[config.mk]
export PLATFORM = sky130hd
export DESIGN_NAME = sram1b_ctrl
export DESIGN_NICKNAME = d
export VERILOG_FILES = /design/src/rtl/sram1b_pkg.sv /design/src/rtl/sram1b_timer.sv /design/src/rtl/sram1b_seq.sv /design/src/rtl/sram1b_datapath.sv /design/src/rtl/sram1b_ctrl.sv
export SDC_FILE = /design/constraint.sdc
export NUM_CORES = 1
export LEC_CHECK = 0
export BUFFER_PORTS_ARGS = -buffer_cell sky130_fd_sc_hd__clkbuf_2
export CAP_MARGIN = 30
export CORE_MARGIN = 5
export CORE_UTILIZATION = 40
export CTS_CLUSTER_DIAMETER = 50
export DETAILED_ROUTE_END_ITERATION = 6
export HOLD_SLACK_MARGIN = 0.06
export PLACE_DENSITY = 0.69
export RECOVER_POWER = 50
export SLEW_MARGIN = 20
export SYNTH_ARGS = -nofsm -noshare
export SYNTH_HDL_FRONTEND = slang
export SYNTH_SLANG_ARGS = --single-unit
export TNS_END_PERCENT = 10
[constraint.sdc]
create_clock -name clk -period 1.57 [get_ports clk]
set_input_delay 0.0785 -clock clk [delete_from_list [all_inputs] [get_ports clk]]
set_output_delay 0.0785 -clock clk [all_outputs]
set_load 0.02 [all_outputs]
[src/rtl/sram1b_pkg.sv]
`timescale 1ns/1ps
package sram1b_pkg;

  typedef enum logic [2:0] {
    S_IDLE  = 3'd0,
    S_GAP   = 3'd1,
    S_READ  = 3'd2,
    S_WRITE = 3'd3,
    S_WHOLD = 3'd4
  } seq_state_e;

  // Whole clock cycles needed to cover a limit in ns; never less than one.
  function automatic int cyc_ceil(input int ns, input int clk_ns);
    int r;
    r = (ns + clk_ns - 1) / clk_ns;
    if (r < 1) r = 1;
    return r;
  endfunction

  function automatic int imax(input int a, input int b);
    return (a > b) ? a : b;
  endfunction

  // Counter width able to hold values 0..n.
  function automatic int cnt_width(input int n);
    int w;
    w = 1;
    while ((1 << w) <= n) w = w + 1;
    return w;
  endfunction

endpackage

[src/rtl/sram1b_timer.sv]
`timescale 1ns/1ps
module sram1b_timer #(
  parameter int CW = 2
) (
  input  logic          clk,
  input  logic          rst_n,
  input  logic          load,
  input  logic [CW-1:0] load_val,
  output logic          done
);

  logic [CW-1:0] cnt_q;

  always_ff @(posedge clk) begin
    if (!rst_n)              cnt_q <= '0;
    else if (load)           cnt_q <= load_val;
    else if (cnt_q != '0)    cnt_q <= cnt_q - 1'b1;
  end

  assign done = (cnt_q == '0);

endmodule

[src/rtl/sram1b_seq.sv]
`timescale 1ns/1ps
module sram1b_seq
  import sram1b_pkg::*;
#(
  parameter int RD_CYC  = 2,
  parameter int WR_CYC  = 2,
  parameter int GAP_CYC = 1,
  parameter int CW      = 2
) (
  input  logic          clk,
  input  logic          rst_n,
  input  logic          req_valid,
  input  logic          req_we,
  input  logic          tm_done,
  output logic          tm_load,
  output logic [CW-1:0] tm_val,
  output logic          ready,
  output logic          accept,
  output logic          sample,
  output logic          ce_n,
  output logic          we_n
);

  localparam logic [CW-1:0] RD_LD  = CW'(RD_CYC - 1);
  localparam logic [CW-1:0] WR_LD  = CW'(WR_CYC - 1);
  localparam logic [CW-1:0] GAP_LD = CW'(GAP_CYC - 1);

  seq_state_e st_q, st_d;
  logic       wr_recent_q;
  logic       ce_n_q, we_n_q;
  logic       ce_n_d, we_n_d;
  logic [CW:0] lowlen_q;

  assign ready  = (st_q == S_IDLE);
  assign accept = req_valid && ready;
  assign sample = (st_q == S_READ) && tm_done;

  always_comb begin
    st_d    = st_q;
    tm_load = 1'b0;
    tm_val  = '0;
    unique case (st_q)
      S_IDLE: begin
        if (accept) begin
          tm_load = 1'b1;
          if (req_we) begin
            st_d   = S_WRITE;
            tm_val = WR_LD;
          end else if (wr_recent_q) begin
            st_d   = S_GAP;
            tm_val = GAP_LD;
          end else begin
            st_d   = S_READ;
            tm_val = RD_LD;
          end
        end
      end
      S_GAP: begin
        if (tm_done) begin
          st_d    = S_READ;
          tm_load = 1'b1;
          tm_val  = RD_LD;
        end
      end
      S_READ:  if (tm_done) st_d = S_IDLE;
      S_WRITE: if (tm_done) st_d = S_WHOLD;
      S_WHOLD: st_d = S_IDLE;
      default: st_d = S_IDLE;
    endcase
  end

  assign ce_n_d = !((st_d == S_READ) || (st_d == S_WRITE) || (st_d == S_WHOLD));
  assign we_n_d = !(st_d == S_WRITE);

  always_ff @(posedge clk) begin
    if (!rst_n) begin
      st_q        <= S_IDLE;
      wr_recent_q <= 1'b0;
      ce_n_q      <= 1'b1;
      we_n_q      <= 1'b1;
    end else begin
      st_q        <= st_d;
      wr_recent_q <= (st_q == S_WHOLD);
      ce_n_q      <= ce_n_d;
      we_n_q      <= we_n_d;
    end
  end

  // Length of the current write-enable low pulse, for the checks below.
  always_ff @(posedge clk) begin
    if (!rst_n)       lowlen_q <= '0;
    else if (!we_n_q) lowlen_q <= lowlen_q + 1'b1;
    else              lowlen_q <= '0;
  end

  assign ce_n = ce_n_q;
  assign we_n = we_n_q;

  // write strobe only inside chip enable
  a_r10_we_inside_ce: assert property (@(posedge clk) disable iff (!rst_n)
    !we_n_q |-> !ce_n_q);

  // chip enable rises only after write enable was already high
  a_r3_ce_after_we: assert property (@(posedge clk) disable iff (!rst_n)
    $rose(ce_n_q) |-> $past(we_n_q));

  // write pulse spans exactly the configured cycle count
  a_r2_pulse_len: assert property (@(posedge clk) disable iff (!rst_n)
    $rose(we_n_q) |-> (lowlen_q == (CW+1)'(WR_CYC)));

  // recovery gap only entered straight after a write's first idle cycle
  a_r6_gap_after_write: assert property (@(posedge clk) disable iff (!rst_n)
    $rose(st_q == S_GAP) |-> $past(wr_recent_q) && ce_n_q);

endmodule

[src/rtl/sram1b_datapath.sv]
`timescale 1ns/1ps
module sram1b_datapath #(
  parameter int AW = 16
) (
  input  logic          clk,
  input  logic          rst_n,
  input  logic          load,
  input  logic [AW-1:0] in_addr,
  input  logic          in_wbit,
  input  logic          sample,
  input  logic          ram_dout,
  output logic [AW-1:0] ram_addr,
  output logic          ram_din,
  output logic          rsp_valid,
  output logic          rsp_bit
);

  logic [AW-1:0] addr_q;
  logic          din_q;
  logic          rv_q, rb_q;

  always_ff @(posedge clk) begin
    if (!rst_n) begin
      addr_q <= '0;
      din_q  <= 1'b0;
    end else if (load) begin
      addr_q <= in_addr;
      din_q  <= in_wbit;
    end
  end

  always_ff @(posedge clk) begin
    if (!rst_n) begin
      rv_q <= 1'b0;
      rb_q <= 1'b0;
    end else begin
      rv_q <= sample;
      if (sample) rb_q <= ram_dout;
    end
  end

  assign ram_addr  = addr_q;
  assign ram_din   = din_q;
  assign rsp_valid = rv_q;
  assign rsp_bit   = rb_q;

  // response strobe never lasts two cycles
  a_r5_rsp_single: assert property (@(posedge clk) disable iff (!rst_n)
    rv_q |=> !rv_q);

  // returned bit holds until the next sampled read
  a_r9_bit_hold: assert property (@(posedge clk) disable iff (!rst_n)
    !$past(sample) |-> $stable(rb_q));

endmodule

[src/rtl/sram1b_ctrl.sv]
`timescale 1ns/1ps
module sram1b_ctrl
  import sram1b_pkg::*;
#(
  parameter int AW          = 16,
  parameter int CLK_NS      = 8,
  parameter int T_ACC_NS    = 15,
  parameter int T_WPULSE_NS = 12,
  parameter int T_DSETUP_NS = 10,
  parameter int T_ORE_NS    = 5
) (
  input  logic          clk,
  input  logic          rst_n,
  input  logic          req_valid,
  output logic          req_ready,
  input  logic [AW-1:0] req_addr,
  input  logic          req_we,
  input  logic          req_wbit,
  output logic          rsp_valid,
  output logic          rsp_bit,
  output logic [AW-1:0] ram_addr,
  output logic          ram_ce_n,
  output logic          ram_we_n,
  output logic          ram_din,
  input  logic          ram_dout
);

  localparam int RD_CYC  = cyc_ceil(T_ACC_NS, CLK_NS);
  localparam int WR_CYC  = imax(cyc_ceil(T_WPULSE_NS, CLK_NS), cyc_ceil(T_DSETUP_NS, CLK_NS));
  localparam int GAP_CYC = cyc_ceil(T_ORE_NS, CLK_NS);
  localparam int CNT_MAX = imax(RD_CYC, imax(WR_CYC, GAP_CYC));
  localparam int CW      = cnt_width(CNT_MAX);

  logic          tm_load, tm_done;
  logic [CW-1:0] tm_val;
  logic          accept, sample;

  sram1b_timer #(.CW(CW)) u_timer (
    .clk      (clk),
    .rst_n    (rst_n),
    .load     (tm_load),
    .load_val (tm_val),
    .done     (tm_done)
  );

  sram1b_seq #(
    .RD_CYC  (RD_CYC),
    .WR_CYC  (WR_CYC),
    .GAP_CYC (GAP_CYC),
    .CW      (CW)
  ) u_seq (
    .clk       (clk),
    .rst_n     (rst_n),
    .req_valid (req_valid),
    .req_we    (req_we),
    .tm_done   (tm_done),
    .tm_load   (tm_load),
    .tm_val    (tm_val),
    .ready     (req_ready),
    .accept    (accept),
    .sample    (sample),
    .ce_n      (ram_ce_n),
    .we_n      (ram_we_n)
  );

  sram1b_datapath #(.AW(AW)) u_dp (
    .clk       (clk),
    .rst_n     (rst_n),
    .load      (accept),
    .in_addr   (req_addr),
    .in_wbit   (req_wbit),
    .sample    (sample),
    .ram_dout  (ram_dout),
    .ram_addr  (ram_addr),
    .ram_din   (ram_din),
    .rsp_valid (rsp_valid),
    .rsp_bit   (rsp_bit)
  );

  // address frozen while the RAM stays selected
  a_r7_addr_hold: assert property (@(posedge clk) disable iff (!rst_n)
    (!ram_ce_n && $past(!ram_ce_n)) |-> $stable(ram_addr));

  // idle means deselected
  a_r8_idle_deselect: assert property (@(posedge clk) disable iff (!rst_n)
    req_ready |-> ram_ce_n);

  // sampling happens inside a read window
  a_r4_sample_window: assert property (@(posedge clk) disable iff (!rst_n)
    sample |-> (!ram_ce_n && ram_we_n));

  // address and write bit steady through the write overlap
  a_r2_write_stable: assert property (@(posedge clk) disable iff (!rst_n)
    (!ram_we_n && $past(!ram_we_n)) |-> ($stable(ram_addr) && $stable(ram_din)));

endmodule

==> metrics, run 1 <==
outcome finished, final reports clean; total track usage 14.1%; worst-path cell chain or4b_4, a21oi_4, o31a_1; fraction of layout cells with a size suffix above 1 21.3%; Synth Cell Area 1130 um^2; ant diodes 0; DRC 0; delay-heaviest family, CP simple AND/OR/NAND/NOR gates; hold_sp rst_n; ys flop type dfxtp_1; Hold/Removal Path Class input port to register; library cells used by synthesis 31; worst slew pin tran 0.441 ns; VDD IR-drop max 572 uV; Die W 63.1 um; DIE AREA 3990 um^2; GRT met2 Usage 24.4%; Reg2Reg Setup Slack 0.12 ns; Final WS setup 0.115 ns; pin count of the biggest net entering global routing 20; Initial Utilization 41.3%; Crit Path Class register to register; Die H 63.1 um; CP endpoint u_timer.cnt_q[0]$_SDFFE_PN0P_; Setup WS pre-CTS 0.140 ns; DPL Wire Length 1810 um; global-route wire length before repair 4500 um; DR pass1 iterations 4; port bufs 43; final setup TNS 0 ns; site row count 19; RSZ-0062 raised after global routing false; Final Hold Vio Count 0; crit path from u_seq.st_q[0]$_SDFF_PN0_; Slew Limit Fails 0; commonest cells after routing, fill and taps aside nand2_1, dfxtp_1, clkbuf_2, clkbuf_1, dlygate4sd3_1; clock slew at reported path FFs 0.14 ns; ys async rst share 0%; Max-cap violations 0; Critical R2R Capture u_timer.cnt_q[0]$_SDFFE_PN0P_; met1 Usage GRT 15.9%; number of synthesized flops with an enable pin 0; GR met3 Demand/Resource 4.09%; core region area 2730 um^2; power per cell area 970 nW/um^2; Synth Instances 119; fill count 255; initial antenna violation count 0; Max stage delay on crit path 0.69 ns; fmax 687 MHz; total gr overflow 0; nets 207; Num CTS Buffers 3; commonest non-fill, non-tap cell in the layout nand2_1; routed vias 1,022; fin crit period 1.45 ns; Bufs and invs on worst path 0; via-per-instance ratio 4.78; final setup violation count 0; Critical-path top delay cell or4b_4; Final period util 92.7%; vias in the first global route 1,007; initial DRC count 34; CP endpoint kind register; Syn Area/Cell 9.49 um^2; Yosys reg bits 27; Slew Limit Headroom 70.6%; Warnings, synthesis 0; WP data arrival 1.74 ns; TritonCTS clock tree done; CTS sink count 27; leakage 0.634 nW; worst-path fanout max 19; RePlAce Congestion 0.795; Net Count, Synth 142; Routed WL per cell 12.4 um; Critical Path Stages 3; layout overhead on the synthesized area 37.2%; post-route ant nets 0; Worst Setup Start Kind register; CP required 1.85 ns; GR peak layer met2; Total Wirelength 2660 um; RR Startpoint u_seq.st_q[0]$_SDFF_PN0_; clock latency on the worst-skew pair 0.32 ns; R2R depth 3; Root Buffer Master clkbuf_4; # IOs 44; clk_skew 0.00543 ns; Clock Path Buffers 2; htree depth 1; sequential element share of the synthesized area 47.8%
==> sequential cells by signal, summed over array words and instances (netlist names) <==
signal / cells
u_dp.ram_din: 1
u_dp.rsp_valid: 1
u_dp.rsp_bit: 1
u_seq.ce_n: 1
u_seq.st_q: 3
u_seq.wr_recent_q: 1
u_dp.ram_addr: 16
u_seq.we_n: 1
u_timer.cnt_q: 2
==> metal layers <==
layer / wire length, um / vias up
met1: 1160 / 458
met2: 1310 / 31
met4: 50 / 0
met5: 0 / -
met3: 138 / 6
li1: - / 527
==> Yosys cell counts (2+ instances only) <==
cell type,number,share of area (%)
nand2_1,37,12
dfxtp_1,27,48
a21boi_0,16,11
inv_1,4,1.3
buf_6,3,3.0
nor3_1,3,1.3
clkbuf_1,2,0.66
nor2_1,2,0.66
nor2b_1,2,1.1
o31a_1,2,1.6
==> through the flow <==
step	power [mW]	utilization (%)	cell area [um^2]	hold WS, ns	instances
5_1_grt	1.60	56.7	1550	0.134	214
3_3_place_gp	1.18	50.0	1370	0.308	192
6_report	1.50	56.7	1550	0.121	214
2_1_floorplan	1.08	-	1130	0.213	119
4_1_cts	1.54	57.6	1580	0.123	214
3_5_place_dp	1.20	50.0	1370	0.310	192
==> power breakdown <==
part / internal, mW / switching [mW]
logic: 0.180 / 0.248
clock network: 0.0955 / 0.203
registers: 0.747 / 0.0293
total: 1.02 / 0.481
==> repair_timing <==
| action | CTS | global route |
|---|---|---|
| hold buffers | 18 | 0 |
| hold endpoints to repair | 18 | 0 |
| buffers inserted | 0 | 0 |
| setup endpoints to repair | 0 | 4 |
| gates resized for setup | 0 | 1 |
==> how the worst min path moves through the flow <==
stage | endpoint | slack, ns | cells after the start
after floorplan | u_dp.ram_addr[15]$_SDFFE_PN0P_ | 0.21 | 2
after global placement | u_dp.rsp_bit$_SDFFE_PN0P_ | 0.31 | 3
after detailed placement | u_dp.rsp_bit$_SDFFE_PN0P_ | 0.31 | 3
after CTS | u_timer.cnt_q[0]$_SDFFE_PN0P_ | 0.12 | 2
after global routing | u_timer.cnt_q[0]$_SDFFE_PN0P_ | 0.13 | 2
final | u_timer.cnt_q[0]$_SDFFE_PN0P_ | 0.12 | 2
==> cell families after synthesis <==
logic type	Yosys count	share of synthesized area [%]
AND/OR/NAND/NOR	51	21.9
AO/OA/AOI/OAI	27	20.9
flip-flops	27	47.8
buffers and inverters	12	7.42
adder cells (fa/ha/maj)	1	1.11
XOR/XNOR	1	0.775
==> worst register-to-register path, stage by stage, from the launching register on <==
cell	delay, ns
dfxtp_1	0.34
or4b_4	0.69
a21oi_4	0.22
o31a_1	0.16
==> final cells by class <==
class / count / area (um^2) / share of cell area (%)
Tap cell: 31 / 38.8 / 2.50
Sequential cell: 27 / 541 / 34.9
Clock inverter: 1 / 5.00 / 0.323
Multi-Input combinational cell: 80 / 510 / 32.9
Clock buffer: 3 / 22.5 / 1.45
Inverter: 4 / 15.0 / 0.969
Timing Repair Buffer: 68 / 418 / 27.0
(Power assumes the default switching activity.)
==> run 2, diff against run 1 <==
--- a/config.mk
+++ b/config.mk
@@ -8,11 +8,11 @@
 export BUFFER_PORTS_ARGS = -buffer_cell sky130_fd_sc_hd__clkbuf_2
 export CAP_MARGIN = 30
 export CORE_MARGIN = 5
-export CORE_UTILIZATION = 40
+export CORE_UTILIZATION = 35
 export CTS_CLUSTER_DIAMETER = 50
 export DETAILED_ROUTE_END_ITERATION = 6
 export HOLD_SLACK_MARGIN = 0.06
-export PLACE_DENSITY = 0.69
+export PLACE_DENSITY = 0.62
 export RECOVER_POWER = 50
 export SLEW_MARGIN = 20
 export SYNTH_ARGS = -nofsm -noshare
==> metrics, run 2 (synthesis results as in run 1) <==
outcome finished, final reports clean; pin count of the biggest net entering global routing 20 (unchanged); Worst Setup Start Kind register; worst-path cell chain inv_1, ha_1, and2_2, nor3b_1, nor4b_1; Critical-path top delay cell nor3b_1; DR pass1 iterations 4 (unchanged); RSZ-0062 raised after global routing false; Crit Path Class register to register; Initial Utilization 36.7% (-4.6 points); Hold/Removal Path Class input port to register; Final Hold Vio Count 0 (unchanged); Bufs and invs on worst path 1 (+1); layout overhead on the synthesized area 38.4%; DIE AREA 4460 um^2 (+12%); Clock Path Buffers 2 (unchanged); port bufs 43 (unchanged); VDD IR-drop max 591 uV (+3.3%); commonest cells after routing, fill and taps aside nand2_1, dfxtp_1, clkbuf_1, clkbuf_2, dlygate4sd3_1; site row count 20 (+1); fill count 320 (+25%); power per cell area 953 nW/um^2 (-1.7%); WP data arrival 1.64 ns (-0.10 ns); Largest register FFs 16 (unchanged); Die W 66.8 um (+5.8%); initial DRC count 14 (-59%); via-per-instance ratio 4.53 (-5.2%); number of placed cells counting well taps 205 (+6.8%); WHS 0.115 ns (-0.00625 ns); total gr overflow 0 (unchanged); global-route wire length before repair 4330 um (-3.7%); worst slew pin tran 0.576 ns (+0.135 ns); CTS sink count 27 (unchanged); CP required 1.76 ns (-0.09 ns); CP endpoint kind register; # IOs 44 (unchanged); Final period util 92.1% (-0.60 points); Max-cap violations 0 (unchanged); core region area 3080 um^2 (+13%); TritonCTS clock tree done; ant diodes 0 (unchanged); DPL Wire Length 1960 um (+8.8%); Slew Limit Fails 0 (unchanged); Slew Limit Headroom 61.5% (-9.1 points); CTS resizes 0 (unchanged); clock latency on the worst-skew pair 0.32 ns (about the same); routed vias 1,028 (+0.59%); Max stage delay on crit path 0.49 ns (-0.20 ns); leakage 0.632 nW (-0.33%); Non-Filler Instances 227 (+6.1%); clock slew at reported path FFs 0.13 ns (about the same); DRC 0 (unchanged); total track usage 12.8% (-1.3 points); Root Buffer Master clkbuf_4; delay-heaviest family, CP simple AND/OR/NAND/NOR gates; fin util 50.8% (-5.9 points); vias in the first global route 996 (-1.1%); fin crit period 1.45 ns (-0.00942 ns); initial antenna violation count 0 (unchanged); final setup TNS 0 ns (unchanged); htree depth 1 (unchanged); Num CTS Buffers 3 (unchanged); final setup violation count 0 (unchanged); Total Wirelength 2600 um (-2.1%); clk_skew 0.00195 ns (-0.00348 ns); Routed WL per cell 11.5 um (-7.7%); Die H 66.8 um (+5.8%); fraction of layout cells with a size suffix above 1 20.8% (-0.55 points); RePlAce Congestion 0.791 (-0.49%); post-route ant nets 0 (unchanged); commonest non-fill, non-tap cell in the layout nand2_1; fmax 692 MHz (+0.65%); Overall Power 1.49 mW (-0.84%); worst-path fanout max 4 (-15); nets 207 (unchanged)
## run 2: changes by cell type in the layout (fill, tap and decap cells not counted)
| cell | before | now |
|---|---|---|
| buf_4 | 6 | 7 |
| clkinv_2 | 1 | 0 |
| nor3b_2 | 1 | 0 |
| nor3b_1 | 0 | 1 |
## run 2: stage by stage
step / area, um^2 / setup WS, ns
5_1_grt: 1560 / 0.0279
2_1_floorplan: 1130 / 0.0474
3_5_place_dp: 1380 / 0.140
4_1_cts: 1590 / 0.122
3_3_place_gp: 1380 / 0.166
6_report: 1560 / 0.125
## run 2: report_power, final
part / leakage (nW) / switching, mW / total [mW] / internal (mW)
Clock: 0.0150 / 0.190 / 0.290 / 0.0994
Sequential: 0.221 / 0.0288 / 0.776 / 0.747
Combinational: 0.396 / 0.246 / 0.426 / 0.179
Total: 0.632 / 0.465 / 1.49 / 1.03
## run 2: final timing paths
path                                 startpoint                       endpoint  slack [ns]  depth (start not counted)
setup / recovery  u_timer.cnt_q[0]$_SDFFE_PN0P_  u_timer.cnt_q[1]$_SDFFE_PN0P_        0.12                          5
hold / removal                            rst_n  u_timer.cnt_q[0]$_SDFFE_PN0P_        0.12                          2
setup reg to reg  u_timer.cnt_q[0]$_SDFFE_PN0P_  u_timer.cnt_q[1]$_SDFFE_PN0P_        0.12                          5
hold reg to reg   u_dp.ram_addr[3]$_SDFFE_PN0P_  u_dp.ram_addr[3]$_SDFFE_PN0P_        0.47                          2
## run 2: what timing repair did
item	4_1_cts	5_1_grt
buffers inserted	0	0
hold buffers	18	0
hold endpoints to repair	18	0
## run 2: final cells by class
type	instances	area [um^2]	area share (%)
Sequential cell	27	541	34.6
Multi-Input combinational cell	80	505	32.3
Timing Repair Buffer	68	422	27.0
Tap cell	44	55.1	3.52
Clock buffer	4	26.3	1.68
Inverter	4	15.0	0.960
## run 2: layer usage
layer	vias to the layer above	global-route usage, %	routed length (um)
met3	2	4.55	183
met5	-	0	0
met1	466	14.7	1090
met4	0	3.05	13
li1	527	-	-
met2	33	22.6	1320
==> run 3, diff against run 2 <==
--- a/config.mk
+++ b/config.mk
@@ -7,8 +7,9 @@
 export LEC_CHECK = 0
 export BUFFER_PORTS_ARGS = -buffer_cell sky130_fd_sc_hd__clkbuf_2
 export CAP_MARGIN = 30
-export CORE_MARGIN = 5
+export CORE_MARGIN = 2
 export CORE_UTILIZATION = 35
+export CTS_BUF_LIST = sky130_fd_sc_hd__clkbuf_2 sky130_fd_sc_hd__clkbuf_4 sky130_fd_sc_hd__clkbuf_8
 export CTS_CLUSTER_DIAMETER = 50
 export DETAILED_ROUTE_END_ITERATION = 6
 export HOLD_SLACK_MARGIN = 0.06
==> metrics, run 3 (synthesis results as in run 1) <==
crit path from u_timer.cnt_q[0]$_SDFFE_PN0P_; number of placed cells counting well taps 205 (unchanged); Slew Limit Headroom 61.5% (about the same); CTS sink count 27 (unchanged); met1 Usage GRT 17.9% (+3.3 points); Critical-path top delay cell nor3b_1; Max-cap violations 0 (unchanged); Total Wirelength 2530 um (-2.8%); CP required 1.84 ns (+0.08 ns); RR Startpoint u_timer.cnt_q[0]$_SDFFE_PN0P_; worst-path cell chain inv_1, ha_1, and2_2, nor3b_1, o31a_1; delay-heaviest family, CP simple AND/OR/NAND/NOR gates; GR met3 Demand/Resource 2.77% (-1.8 points); clk_skew 0.00409 ns (+0.00214 ns); ant diodes 0 (unchanged); outcome finished, final reports clean; global-route wire length before repair 4110 um (-5.3%); WP data arrival 1.72 ns (+0.08 ns); Hold/Removal Path Class input port to register; site row count 20 (unchanged); Slew Limit Fails 0 (unchanged); DRC 0 (unchanged); RePlAce Congestion 0.752 (-4.9%); R2R depth 5 (unchanged); nets 207 (unchanged); CP endpoint kind register; Non-Filler Instances 227 (unchanged); fin util 51.2% (+0.42 points); Crit Path Class register to register; Initial Utilization 37.0% (+0.30 points); htree depth 1 (unchanged); commonest non-fill, non-tap cell in the layout nand2_1; hold_sp rst_n; vias in the first global route 985 (-1.1%); pin count of the biggest net entering global routing 20 (unchanged); worst hold stages 3 (+1); port bufs 43 (unchanged); layout overhead on the synthesized area 38.4% (unchanged); DIE AREA 3700 um^2 (-17%); worst-path fanout max 4 (unchanged); final setup TNS 0 ns (unchanged); Routed WL per cell 11.1 um (-2.8%); Largest register FFs 16 (unchanged); VDD IR-drop max 396 uV (-33%); Num CTS Buffers 3 (unchanged); Final Hold Vio Count 0 (unchanged); total track usage 14.8% (+2.0 points); Overall Power 1.51 mW (+1.4%); core region area 3050 um^2 (-0.81%); Die H 60.8 um (-9.0%); RSZ-0062 raised after global routing false; initial DRC count 23 (+9); Critical R2R Capture u_timer.cnt_q[0]$_SDFFE_PN0P_; GRT met2 Usage 26.0% (+3.3 points); routed vias 1,009 (-1.8%); Final period util 92.6% (+0.51 points); Hold Path End u_seq.wr_recent_q$_SDFF_PN0_; fraction of layout cells with a size suffix above 1 20.8% (unchanged); Die W 60.8 um (-9.0%); post-route ant nets 0 (unchanged); Reg2Reg Setup Slack 0.12 ns (about the same); fin crit period 1.45 ns (+0.00796 ns); total gr overflow 0 (unchanged); clock latency on the worst-skew pair 0.31 ns (about the same); Bufs and invs on worst path 1 (unchanged); via-per-instance ratio 4.44 (-1.8%); GR peak layer met2; leakage 0.631 nW (-0.13%); Root Buffer Master clkbuf_4; power per cell area 967 nW/um^2 (+1.4%); Clock Path Buffers 2 (unchanged); final setup violation count 0 (unchanged); DPL Wire Length 1760 um (-10%); commonest cells after routing, fill and taps aside nand2_1, dfxtp_1, clkbuf_2, clkbuf_1, dlygate4sd3_1; Worst Setup Start Kind register; fill count 314 (-1.9%); fmax 688 MHz (-0.55%); clock slew at reported path FFs 0.14 ns (about the same); # IOs 44 (unchanged); DR pass1 iterations 4 (unchanged); worst slew pin tran 0.576 ns (-0.000308 ns); initial antenna violation count 0 (unchanged); TritonCTS clock tree done; Max stage delay on crit path 0.49 ns (about the same); CTS resizes 0 (unchanged)
run 3: changes by cell type in the layout (fill, tap and decap cells not counted):
cell,before,now
buf_4,7,6
clkbuf_4,3,4
run 3: through the flow:
stage	area (um^2)	hold slack, ns	setup WS (ns)
floorplan	1130	0.213	0.0474
global placement	1380	0.306	0.171
detailed placement	1380	0.311	0.163
CTS	1590	0.0945	0.131
global route	1560	0.114	0.0164
finish	1560	0.125	0.117
run 3: area by class of cell:
cell class	count	area [um^2]	area share (%)
sequential	27	541	34.6
clock buffer	4	30.0	1.92
tap	44	55.1	3.52
timing repair buffer	68	418	26.7
inverter	4	15.0	0.960
multi-input combinational	80	505	32.3
run 3: repair_timing:
action,CTS,global route
setup endpoints to repair,0,0
hold buffers,18,0
hold endpoints to repair,18,0
buffers inserted,0,0
run 3: worst register-to-register path: stages (launching register included):
cell and delay [ns]:
dfxtp_1 0.35, inv_1 0.05, ha_1 0.15, and2_2 0.15, nor3b_1 0.49, o31a_1 0.21
run 3: power breakdown:
part | total (mW) | switching (mW) | internal, mW
Sequential | 0.777 | 0.0301 | 0.747
Clock | 0.310 | 0.194 | 0.116
Combinational | 0.425 | 0.245 | 0.180
run 3: per-layer routing:
metal  part of all wire (%)  vias to the layer above
met2                     49                       28
met5                      0                        -
met4                   0.59                        0
met3                    4.6                        2
li1                       -                      522
met1                     45                      457
run 3: how the worst max path moves through the flow:
stage                                     to  depth (start not counted)
2_1_floorplan          u_seq.we_n$_SDFF_PN1_                          6
3_3_place_gp           u_seq.ce_n$_SDFF_PN1_                          3
3_5_place_dp           u_seq.ce_n$_SDFF_PN1_                          3
4_1_cts        u_timer.cnt_q[0]$_SDFFE_PN0P_                          3
5_1_grt            u_dp.rsp_bit$_SDFFE_PN0P_                          6
6_report       u_timer.cnt_q[0]$_SDFFE_PN0P_                          5
